===== src/rtl/fm_tmr_pkg.sv =====
package fm_tmr_pkg;

   typedef enum logic [1:0] {
      SEL_A_HI   = 2'd0,
      SEL_A_LO   = 2'd1,
      SEL_B_LOAD = 2'd2,
      SEL_CTRL   = 2'd3
   } tmr_sel_e;

   localparam int CTL_EN_A  = 0;
   localparam int CTL_EN_B  = 1;
   localparam int CTL_OVF_A = 2;
   localparam int CTL_OVF_B = 3;
   localparam int CTL_CLR_A = 4;
   localparam int CTL_CLR_B = 5;

   typedef struct packed {
      logic ovf_b;
      logic ovf_a;
      logic en_b;
      logic en_a;
   } tmr_ctrl_t;

endpackage


===== src/rtl/fm_tmr_prescale.sv =====
module fm_tmr_prescale #(
   parameter int A_PERIOD = 144,
   parameter int B_DIV    = 16
) (
   input  logic clk,
   input  logic rst_n,
   input  logic tick_en,
   output logic step_a,
   output logic step_b
);
   localparam int PW = $clog2(A_PERIOD);

   if (A_PERIOD < 2) begin : g_bad_period
      $error("fm_tmr_prescale: A_PERIOD must be at least 2");
   end
   if (B_DIV < 1) begin : g_bad_div
      $error("fm_tmr_prescale: B_DIV must be at least 1");
   end

   logic [PW-1:0] pre_q;

   always_ff @(posedge clk) begin
      if (!rst_n) begin
         pre_q <= '0;
      end else if (tick_en) begin
         pre_q <= (pre_q == PW'(A_PERIOD - 1)) ? '0 : pre_q + 1'b1;
      end
   end

   assign step_a = tick_en && (pre_q == '0);

   if (B_DIV == 1) begin : g_no_div
      assign step_b = step_a;
   end else begin : g_div
      localparam int DW = $clog2(B_DIV);
      logic [DW-1:0] div_q;

      always_ff @(posedge clk) begin
         if (!rst_n) begin
            div_q <= '0;
         end else if (step_a) begin
            div_q <= (div_q == DW'(B_DIV - 1)) ? '0 : div_q + 1'b1;
         end
      end

      assign step_b = step_a && (div_q == '0);
   end

endmodule


===== src/rtl/fm_tmr_down.sv =====
module fm_tmr_down #(
   parameter int W = 10
) (
   input  logic         clk,
   input  logic         rst_n,
   input  logic         step,
   input  logic         enable,
   input  logic         ovf_en,
   input  logic         clr,
   input  logic [W-1:0] load,
   output logic         flag
);
   if (W < 1) begin : g_bad_w
      $error("fm_tmr_down: W must be positive");
   end

   logic [W-1:0] cnt_q;
   logic         adv;
   logic         wrap;

   assign adv  = step && enable;
   assign wrap = adv && (cnt_q == '0);

   always_ff @(posedge clk) begin
      if (!rst_n) begin
         cnt_q <= '0;
      end else if (adv) begin
         cnt_q <= wrap ? load : cnt_q - 1'b1;
      end
   end

   always_ff @(posedge clk) begin
      if (!rst_n) begin
         flag <= 1'b0;
      end else if (wrap && ovf_en) begin
         flag <= 1'b1;
      end else if (clr) begin
         flag <= 1'b0;
      end
   end

endmodule


===== src/rtl/fm_tmr_busy.sv =====
module fm_tmr_busy #(
   parameter int TICKS = 17
) (
   input  logic clk,
   input  logic rst_n,
   input  logic wr,
   input  logic tick,
   output logic busy
);
   localparam int BW = $clog2(TICKS + 1);

   if (TICKS < 1) begin : g_bad_ticks
      $error("fm_tmr_busy: TICKS must be positive");
   end

   logic [BW-1:0] left_q;

   always_ff @(posedge clk) begin
      if (!rst_n) begin
         left_q <= '0;
      end else if (wr) begin
         left_q <= BW'(TICKS);
      end else if (tick && (left_q != '0)) begin
         left_q <= left_q - 1'b1;
      end
   end

   assign busy = (left_q != '0);

endmodule


===== src/rtl/fm_interval_timers.sv =====
module fm_interval_timers
   import fm_tmr_pkg::*;
#(
   parameter int A_W        = 10,
   parameter int B_W        = 8,
   parameter int A_PERIOD   = 144,
   parameter int B_DIV      = 16,
   parameter int BUSY_TICKS = 17
) (
   input  logic       clk,
   input  logic       rst_n,
   input  logic       tick_en,
   input  logic       wr_en,
   input  logic [1:0] wr_sel,
   input  logic [7:0] wr_data,
   output logic [7:0] status,
   output logic       irq
);
   localparam int A_LO = A_W - 8;

   if (A_W < 9 || A_W > 16) begin : g_bad_aw
      $error("fm_interval_timers: A_W must be 9..16");
   end
   if (B_W < 1 || B_W > 8) begin : g_bad_bw
      $error("fm_interval_timers: B_W must be 1..8");
   end

   tmr_sel_e     sel;
   tmr_ctrl_t    ctrl_q;
   logic [A_W-1:0] load_a_q;
   logic [B_W-1:0] load_b_q;
   logic         step_a, step_b;
   logic         flag_a, flag_b, busy;
   logic         ctl_wr, clr_a, clr_b;

   assign sel    = tmr_sel_e'(wr_sel);
   assign ctl_wr = wr_en && (sel == SEL_CTRL);
   assign clr_a  = ctl_wr && wr_data[CTL_CLR_A];
   assign clr_b  = ctl_wr && wr_data[CTL_CLR_B];

   always_ff @(posedge clk) begin
      if (!rst_n) begin
         load_a_q <= '0;
         load_b_q <= '0;
         ctrl_q   <= '0;
      end else if (wr_en) begin
         unique case (sel)
            SEL_A_HI:   load_a_q[A_W-1:A_LO] <= wr_data;
            SEL_A_LO:   load_a_q[A_LO-1:0]   <= wr_data[A_LO-1:0];
            SEL_B_LOAD: load_b_q             <= wr_data[B_W-1:0];
            SEL_CTRL: begin
               ctrl_q.en_a  <= wr_data[CTL_EN_A];
               ctrl_q.en_b  <= wr_data[CTL_EN_B];
               ctrl_q.ovf_a <= wr_data[CTL_OVF_A];
               ctrl_q.ovf_b <= wr_data[CTL_OVF_B];
            end
            default: ;
         endcase
      end
   end

   fm_tmr_prescale #(.A_PERIOD(A_PERIOD), .B_DIV(B_DIV)) u_pre (
      .clk(clk), .rst_n(rst_n), .tick_en(tick_en),
      .step_a(step_a), .step_b(step_b)
   );

   fm_tmr_down #(.W(A_W)) u_tmr_a (
      .clk(clk), .rst_n(rst_n), .step(step_a), .enable(ctrl_q.en_a),
      .ovf_en(ctrl_q.ovf_a), .clr(clr_a), .load(load_a_q), .flag(flag_a)
   );

   fm_tmr_down #(.W(B_W)) u_tmr_b (
      .clk(clk), .rst_n(rst_n), .step(step_b), .enable(ctrl_q.en_b),
      .ovf_en(ctrl_q.ovf_b), .clr(clr_b), .load(load_b_q), .flag(flag_b)
   );

   fm_tmr_busy #(.TICKS(BUSY_TICKS)) u_busy (
      .clk(clk), .rst_n(rst_n), .wr(wr_en), .tick(tick_en), .busy(busy)
   );

   assign status = {busy, 5'b0, flag_b, flag_a};
   assign irq    = flag_a | flag_b;

endmodule


===== config.mk =====
export PLATFORM = sky130hd
export DESIGN_NAME = fm_interval_timers
export DESIGN_NICKNAME = d
export VERILOG_FILES = /design/src/rtl/fm_tmr_pkg.sv /design/src/rtl/fm_tmr_prescale.sv /design/src/rtl/fm_tmr_down.sv /design/src/rtl/fm_tmr_busy.sv /design/src/rtl/fm_interval_timers.sv
export SDC_FILE = /design/constraint.sdc
export NUM_CORES = 1
export LEC_CHECK = 0
export ABC_AREA = 1
export BUFFER_PORTS_ARGS = -buffer_cell sky130_fd_sc_hd__buf_2
export CORE_ASPECT_RATIO = 1.5
export CORE_MARGIN = 4
export CORE_UTILIZATION = 45
export DETAILED_ROUTE_END_ITERATION = 10
export PLACE_DENSITY = 0.73
export REMOVE_ABC_BUFFERS = 1
export SLEW_MARGIN = 0
export SYNTH_ARGS = -nofsm -noshare
export SYNTH_HDL_FRONTEND = slang
export SYNTH_HIERARCHICAL = 1
export SYNTH_SLANG_ARGS = --single-unit

===== constraint.sdc =====
create_clock -name clk -period 2.1 [get_ports clk]
set_input_delay 0.21 -clock clk [delete_from_list [all_inputs] [get_ports clk]]
set_output_delay 0.21 -clock clk [all_outputs]
set_load 0.005 [all_outputs]

==> results of run 1 <==
==> per-layer routing <==
| layer | share of wire, % | routed length (um) | global-route usage (%) |
|---|---|---|---|
| met1 | 42 | 2971 | 18.33 |
| met2 | 51 | 3623 | 30.31 |
| met3 | 4.1 | 291 | 4.094 |
| met4 | 3.1 | 221 | 10.32 |
| met5 | 0 | 0 | 0 |
==> power groups by stage <==
stage          clock, uW  combinational, uW  sequential, uW
2_1_floorplan          0                263            1210
3_3_place_gp           0                352            1220
3_5_place_dp           0                361            1220
4_1_cts             1210                362            1200
5_1_grt             1260                417            1200
6_report            1160                364            1200
==> cells by family (layout without fill, tap and decap cells) <==
logic type / count (synthesis) / count (layout) / share of synthesized area, %
AND/OR/NAND/NOR: 283 / 283 / 39.20
buffers and inverters: 101 / 123 / 12.67
flip-flops: 59 / 59 / 34.68
AO/OA/AOI/OAI: 56 / 56 / 8.597
adder cells (fa/ha/maj): 8 / 8 / 2.939
XOR/XNOR: 7 / 7 / 1.800
other: 1 / 5 / 0.1101
==> path summary, 6_finish.rpt <==
check	to	slack, ns
setup / recovery	u_tmr_a/cnt_q[2]$_SDFFE_PN0P_	0.22
hold / removal	load_b_q[4]$_SDFFE_PN0P_	0.12
setup reg to reg	u_tmr_a/cnt_q[2]$_SDFFE_PN0P_	0.22
hold reg to reg	u_busy/left_q[4]$_SDFFE_PN0P_	0.46
==> worst max-delay path, delay by kind of cell (launching register included) <==
kind | cells | cell delay (ns)
simple gates | 8 | 0.85
compound gates | 1 | 0.12
flops | 1 | 0.33
fa+ha+maj | 1 | 0.15
buf+inv | 3 | 0.34
==> layout make-up <==
class / count / area [um^2] / share of cell area [%]
clock buffer: 12 / 155.1 / 4.091
clock inverter: 4 / 72.57 / 1.914
inverter: 85 / 322.8 / 8.512
multi-input combinational: 359 / 1813 / 47.81
sequential: 59 / 1181 / 31.14
tap: 100 / 125.1 / 3.299
timing repair buffer: 22 / 122.6 / 3.233
==> cells in the final DEF (no fill, tap or decap), types with 6 or more instances in the layout <==
cell type,netlist,final
nor2_4,9,9
a21oi_1,37,37
inv_1,81,81
nand4_1,7,7
o21ai_0,14,14
nor2_1,87,87
buf_2,3,17
nand3_1,43,43
ha_1,8,8
clkbuf_8,0,11
dfxtp_1,59,59
nand2_2,11,10
xor2_1,6,6
nand2_1,109,109
==> repair_timing <==
item	CTS	global route
setup endpoints to repair	0	4
resized for setup	0	1
buffers inserted	0	1
hold endpoints to repair	0	0
==> per-stage QoR <==
stage	utilization, %	std cells	total power [uW]
2_1_floorplan	-	503	1477
3_3_place_gp	48.51	624	1574
3_5_place_dp	48.51	624	1584
4_1_cts	51.62	640	2768
5_1_grt	51.79	641	2878
6_report	51.79	641	2727
==> flip-flops by register name (all words and copies together), names as in the netlist <==
name / cells
u_pre/pre_q: 8
u_tmr_b/cnt_q: 8
u_tmr_a/flag: 1
u_busy/left_q: 5
load_a_q: 10
u_tmr_a/cnt_q: 10
load_b_q: 8
u_pre/g_div.div_q: 4
ctrl_q: 4
u_tmr_b/flag: 1
==> metrics.txt, run 1 <==
post-route ant nets=0; Vias/cell=4.841; predominant post-synthesis flop cell=dfxtp_1; Pre-antenna DRT Iters=4; Fin. Hold Viols=0; RSZ-0062 raised after global routing=no; Longest Clk Path Bufs=2; Max Freq=533.2 MHz; Post-synth EDFFs=0; Synth top cells by count=109 x nand2_1, 87 x nor2_1, 81 x inv_1; hold path cells=3; die area=9053 um^2; P per Cell Area=719.0 nW/um^2; synth top area cells=dfxtp_1 35%, nand2_1 12%, nor2_1 9.6%; drt total wl=7.107 mm; Worst Hold Slack=0.1208 ns; Setup violations, final=0; Core Footprint=7322 um^2; Critical R2R Launch=u_pre/pre_q[0]$_SDFFE_PN0P_; Syn. warnings=6; Synth Area per Inst=6.613 um^2; top-level port count=23; Site Rows=38; internal power=2027 uW; crit path time final=1.876 ns; CTS tree=yes; Slew Limit Fails=0; Die W=79.03 um; Cell Area, Synth=3406 um^2; final instance area=3792 um^2; largest net degree at the start of global routing=28; sequential share of the synthesized area=34.68%; maximum vdd drop=419.0 uV; Die Y=114.6 um; post-cts hold buffer count=0; number of global-route vias before repair=2982; initial antenna violation count=0; total CTS buffers=9; GRT Total Usage=17.21%; global-route wire length before repair=12.54 mm; DRT iter0 DRCs=109; setup TNS=0 ns; placed inst area=3552 um^2; drt wl/cell=11.09 um; TritonCTS Sinks=59; H-tree depth=3; Clk pwr share=42.7%; Net count, final=558; diodes inserted=0; Worst-Skew Late Latency=0.34 ns; area delta synth->final=11.35%; combinational fraction of design power=13.4%; CTS root buffer=clkbuf_8; Seq pwr share=44.0%; critical-path cell list=inv_1, ha_1, nand2_1, nor2_4, nand2_4, clkinv_2, nand2_4, nor3_4, buf_4, nand3_1, o21ai_0, nor2_1, nor2_1; share of cells above drive strength 1=13.68%; NetSw=699.6 uW; gp weighted congestion=0.8543; Worst path slowest cell=dfxtp_1; crit start category=flop; Vias=3103; #FFs+latches synth=59; clk slew on worst S/H paths=0.07 ns; critical path class=reg2reg; Hold WC Path Type=in2reg; clk_skew=0.007491 ns; Tcrit/Tclk final=89.31%; GRT overflow=0; Post-synth ARST share=0%; Port Buffer Count=17; Min-Delay Startpoint=wr_data[4]; DP Worst Slack=0.1837 ns; count leader, synth=nand2_1; DP HPWL=5.396 mm; library cells used by synthesis=37; Worst Path Required=2.37 ns; r2r worst-path depth=13; setup slack after layout=0.2244 ns; DRC viols=0; max cap viols=0; Worst Path Max Fanout=8; Initial Util=46.51%; Syn Inst Count=515; slowest stage delay, CP=0.33 ns; crit path launch=u_pre/pre_q[0]$_SDFFE_PN0P_; Sw Ratio=25.66%; Critical Path Sink Type=flop; top cell type's share of synthesized area=34.68%; post-synth top area cell=dfxtp_1; critical path arrival=2.14 ns; outcome=complete, no violations; fill count=764; Leak=0.001854 uW
Note: power is estimated with default switching activity, not from simulation.
==> run 2: changes to the inputs <==
--- a/config.mk
+++ b/config.mk
@@ -11,7 +11,7 @@
 export CORE_MARGIN = 4
 export CORE_UTILIZATION = 45
 export DETAILED_ROUTE_END_ITERATION = 10
-export PLACE_DENSITY = 0.73
+export PLACE_DENSITY_LB_ADDON = 0.08
 export REMOVE_ABC_BUFFERS = 1
 export SLEW_MARGIN = 0
 export SYNTH_ARGS = -nofsm -noshare
==> run 2 against run 1 <==
  * Hold slack worse by 0.0082 ns
  * Clock skew about the same
  * Sequential power about the same
  * Critical path depth unchanged
  * Die area unchanged
  * Sequential share of layout area up 0.48 points
  * Worst setup slack worse by 0.024 ns
  * Total power down 10%
  * Routed wire length up 4.6%
  * First-iteration DRC count up 37%
  * Clock power down 24%
  * Count of clock-buffer cells in the layout unchanged
  * Largest cell class unchanged
  * Largest power group unchanged
==> metrics.txt, run 2 (synthesized netlist as in run 1, its figures left out) <==
Vias/cell=4.702; die area=9053 um^2; Die Y=114.6 um; Critical Path Sink Type=flop; setup TNS=0 ns; DRT iter0 DRCs=149; fin cells=642; total CTS buffers=9; post-route ant nets=0; CTS root buffer=clkbuf_8; GRT overflow=0; GRT Total Usage=18.46%; final instance area=3735 um^2; Vias=3019; share of cells above drive strength 1=13.65%; critical-path cell list=inv_1, ha_1, nand2_1, nor2_4, nand2_4, clkinv_2, nand2_2, inv_1, nand3_1, nand2_1, nand3_1, nand2_1, inv_1; Pre-antenna DRT Iters=4; fin util=51.01%; # resized after CTS=0; post-CTS repair timing setup buffer count=0; area delta synth->final=9.662%; Core Footprint=7322 um^2; Site Rows=38; DRC viols=0; Worst Path Max Fanout=12; clk slew on worst S/H paths=0.06 ns; Longest Clk Path Bufs=2; P per Cell Area=655.7 nW/um^2; Slew Limit Fails=0; slowest stage delay, CP=0.34 ns; diodes inserted=0; drt wl/cell=11.58 um; Worst path slowest cell=inv_1; clk_skew=0.007401 ns; Pwr Total=2449 uW; initial antenna violation count=0; Leak=0.001826 uW; Tcrit/Tclk final=90.45%; Max Freq=526.4 MHz; critical path class=reg2reg; number of global-route vias before repair=2964; Worst Path Required=2.34 ns; crit path time final=1.900 ns; CTS tree=yes; gp weighted congestion=0.8811; Placed Cells incl. Taps=627; max cap viols=0; outcome=complete, no violations; maximum vdd drop=405.0 uV; largest net degree at the start of global routing=17; global-route wire length before repair=13.22 mm; DP HPWL=5.594 mm; most common cell after layout, fill and taps aside=nand2_1; Initial Util=46.51%; Setup violations, final=0; Hold WC Path Type=in2reg; crit path launch=u_pre/pre_q[0]$_SDFFE_PN0P_; Min-Delay Startpoint=wr_data[7]; placed inst area=3575 um^2; Critical R2R Launch=u_pre/pre_q[0]$_SDFFE_PN0P_; post-cts hold buffer count=0; Die W=79.03 um; biggest registers after layout=load_a_q x10, u_tmr_a/cnt_q x10; fill count=784; H-tree depth=3; most frequent cells in the layout=109 x nand2_1, 87 x nor2_1, 81 x inv_1; Fin. Hold Viols=0; Net count, final=560; Worst-Skew Late Latency=0.34 ns; critical path arrival=2.14 ns; RSZ-0062 raised after global routing=no; top-level port count=23; Port Buffer Count=17; crit start category=flop; drt total wl=7.434 mm; TritonCTS Sinks=59
==> run 2: layout make-up <==
cell class / count / area (um^2) / area share, %
inverters: 85 / 322.8 / 8.643
clock inverters: 3 / 15.01 / 0.4020
well taps: 100 / 125.1 / 3.350
clock buffers: 12 / 145.1 / 3.886
repair buffers: 24 / 137.6 / 3.685
flip-flops and latches: 59 / 1181 / 31.62
multi-input cells: 359 / 1808 / 48.41
==> run 2: final timing paths <==
kind                                   end  slack [ns]  cells past startpoint
min               load_b_q[7]$_SDFFE_PN0P_        0.11                      3
min reg2reg  u_busy/left_q[4]$_SDFFE_PN0P_        0.46                      2
max reg2reg  u_tmr_a/cnt_q[0]$_SDFFE_PN0P_        0.20                     13
max          u_tmr_a/cnt_q[0]$_SDFFE_PN0P_        0.20                     13
==> run 2: stage by stage <==
stage	setup WS [ns]	hold WS, ns
2_1_floorplan	0.2762	0.3076
3_3_place_gp	0.2643	0.4491
3_5_place_dp	0.2169	0.4530
4_1_cts	0.2007	0.1035
5_1_grt	0.01178	0.1236
6_report	0.2005	0.1126
==> run 2: per-layer routing <==
layer	up-vias	track usage, %	part of all wire, %
li1	1631	-	-
met5	-	0	0
met2	53	31.55	49
met3	16	2.835	2.5
met1	1319	21.83	46
met4	0	10.21	2.9
==> run 2: worst max-delay path, delay by kind of cell, from the launching register on <==
family	cells	cell delay [ns]
flops	1	0.33
simple gates	8	0.81
fa+ha+maj	1	0.14
buf+inv	4	0.51
==> run 2: where the power goes <==
part	switching, uW	leakage (uW)	total (uW)	internal (uW)
Sequential	34.9	0.000480	1200	1160
Clock	436	0.0000860	884	448
Combinational	233	0.00126	366	133
Total	704	0.00183	2450	1750
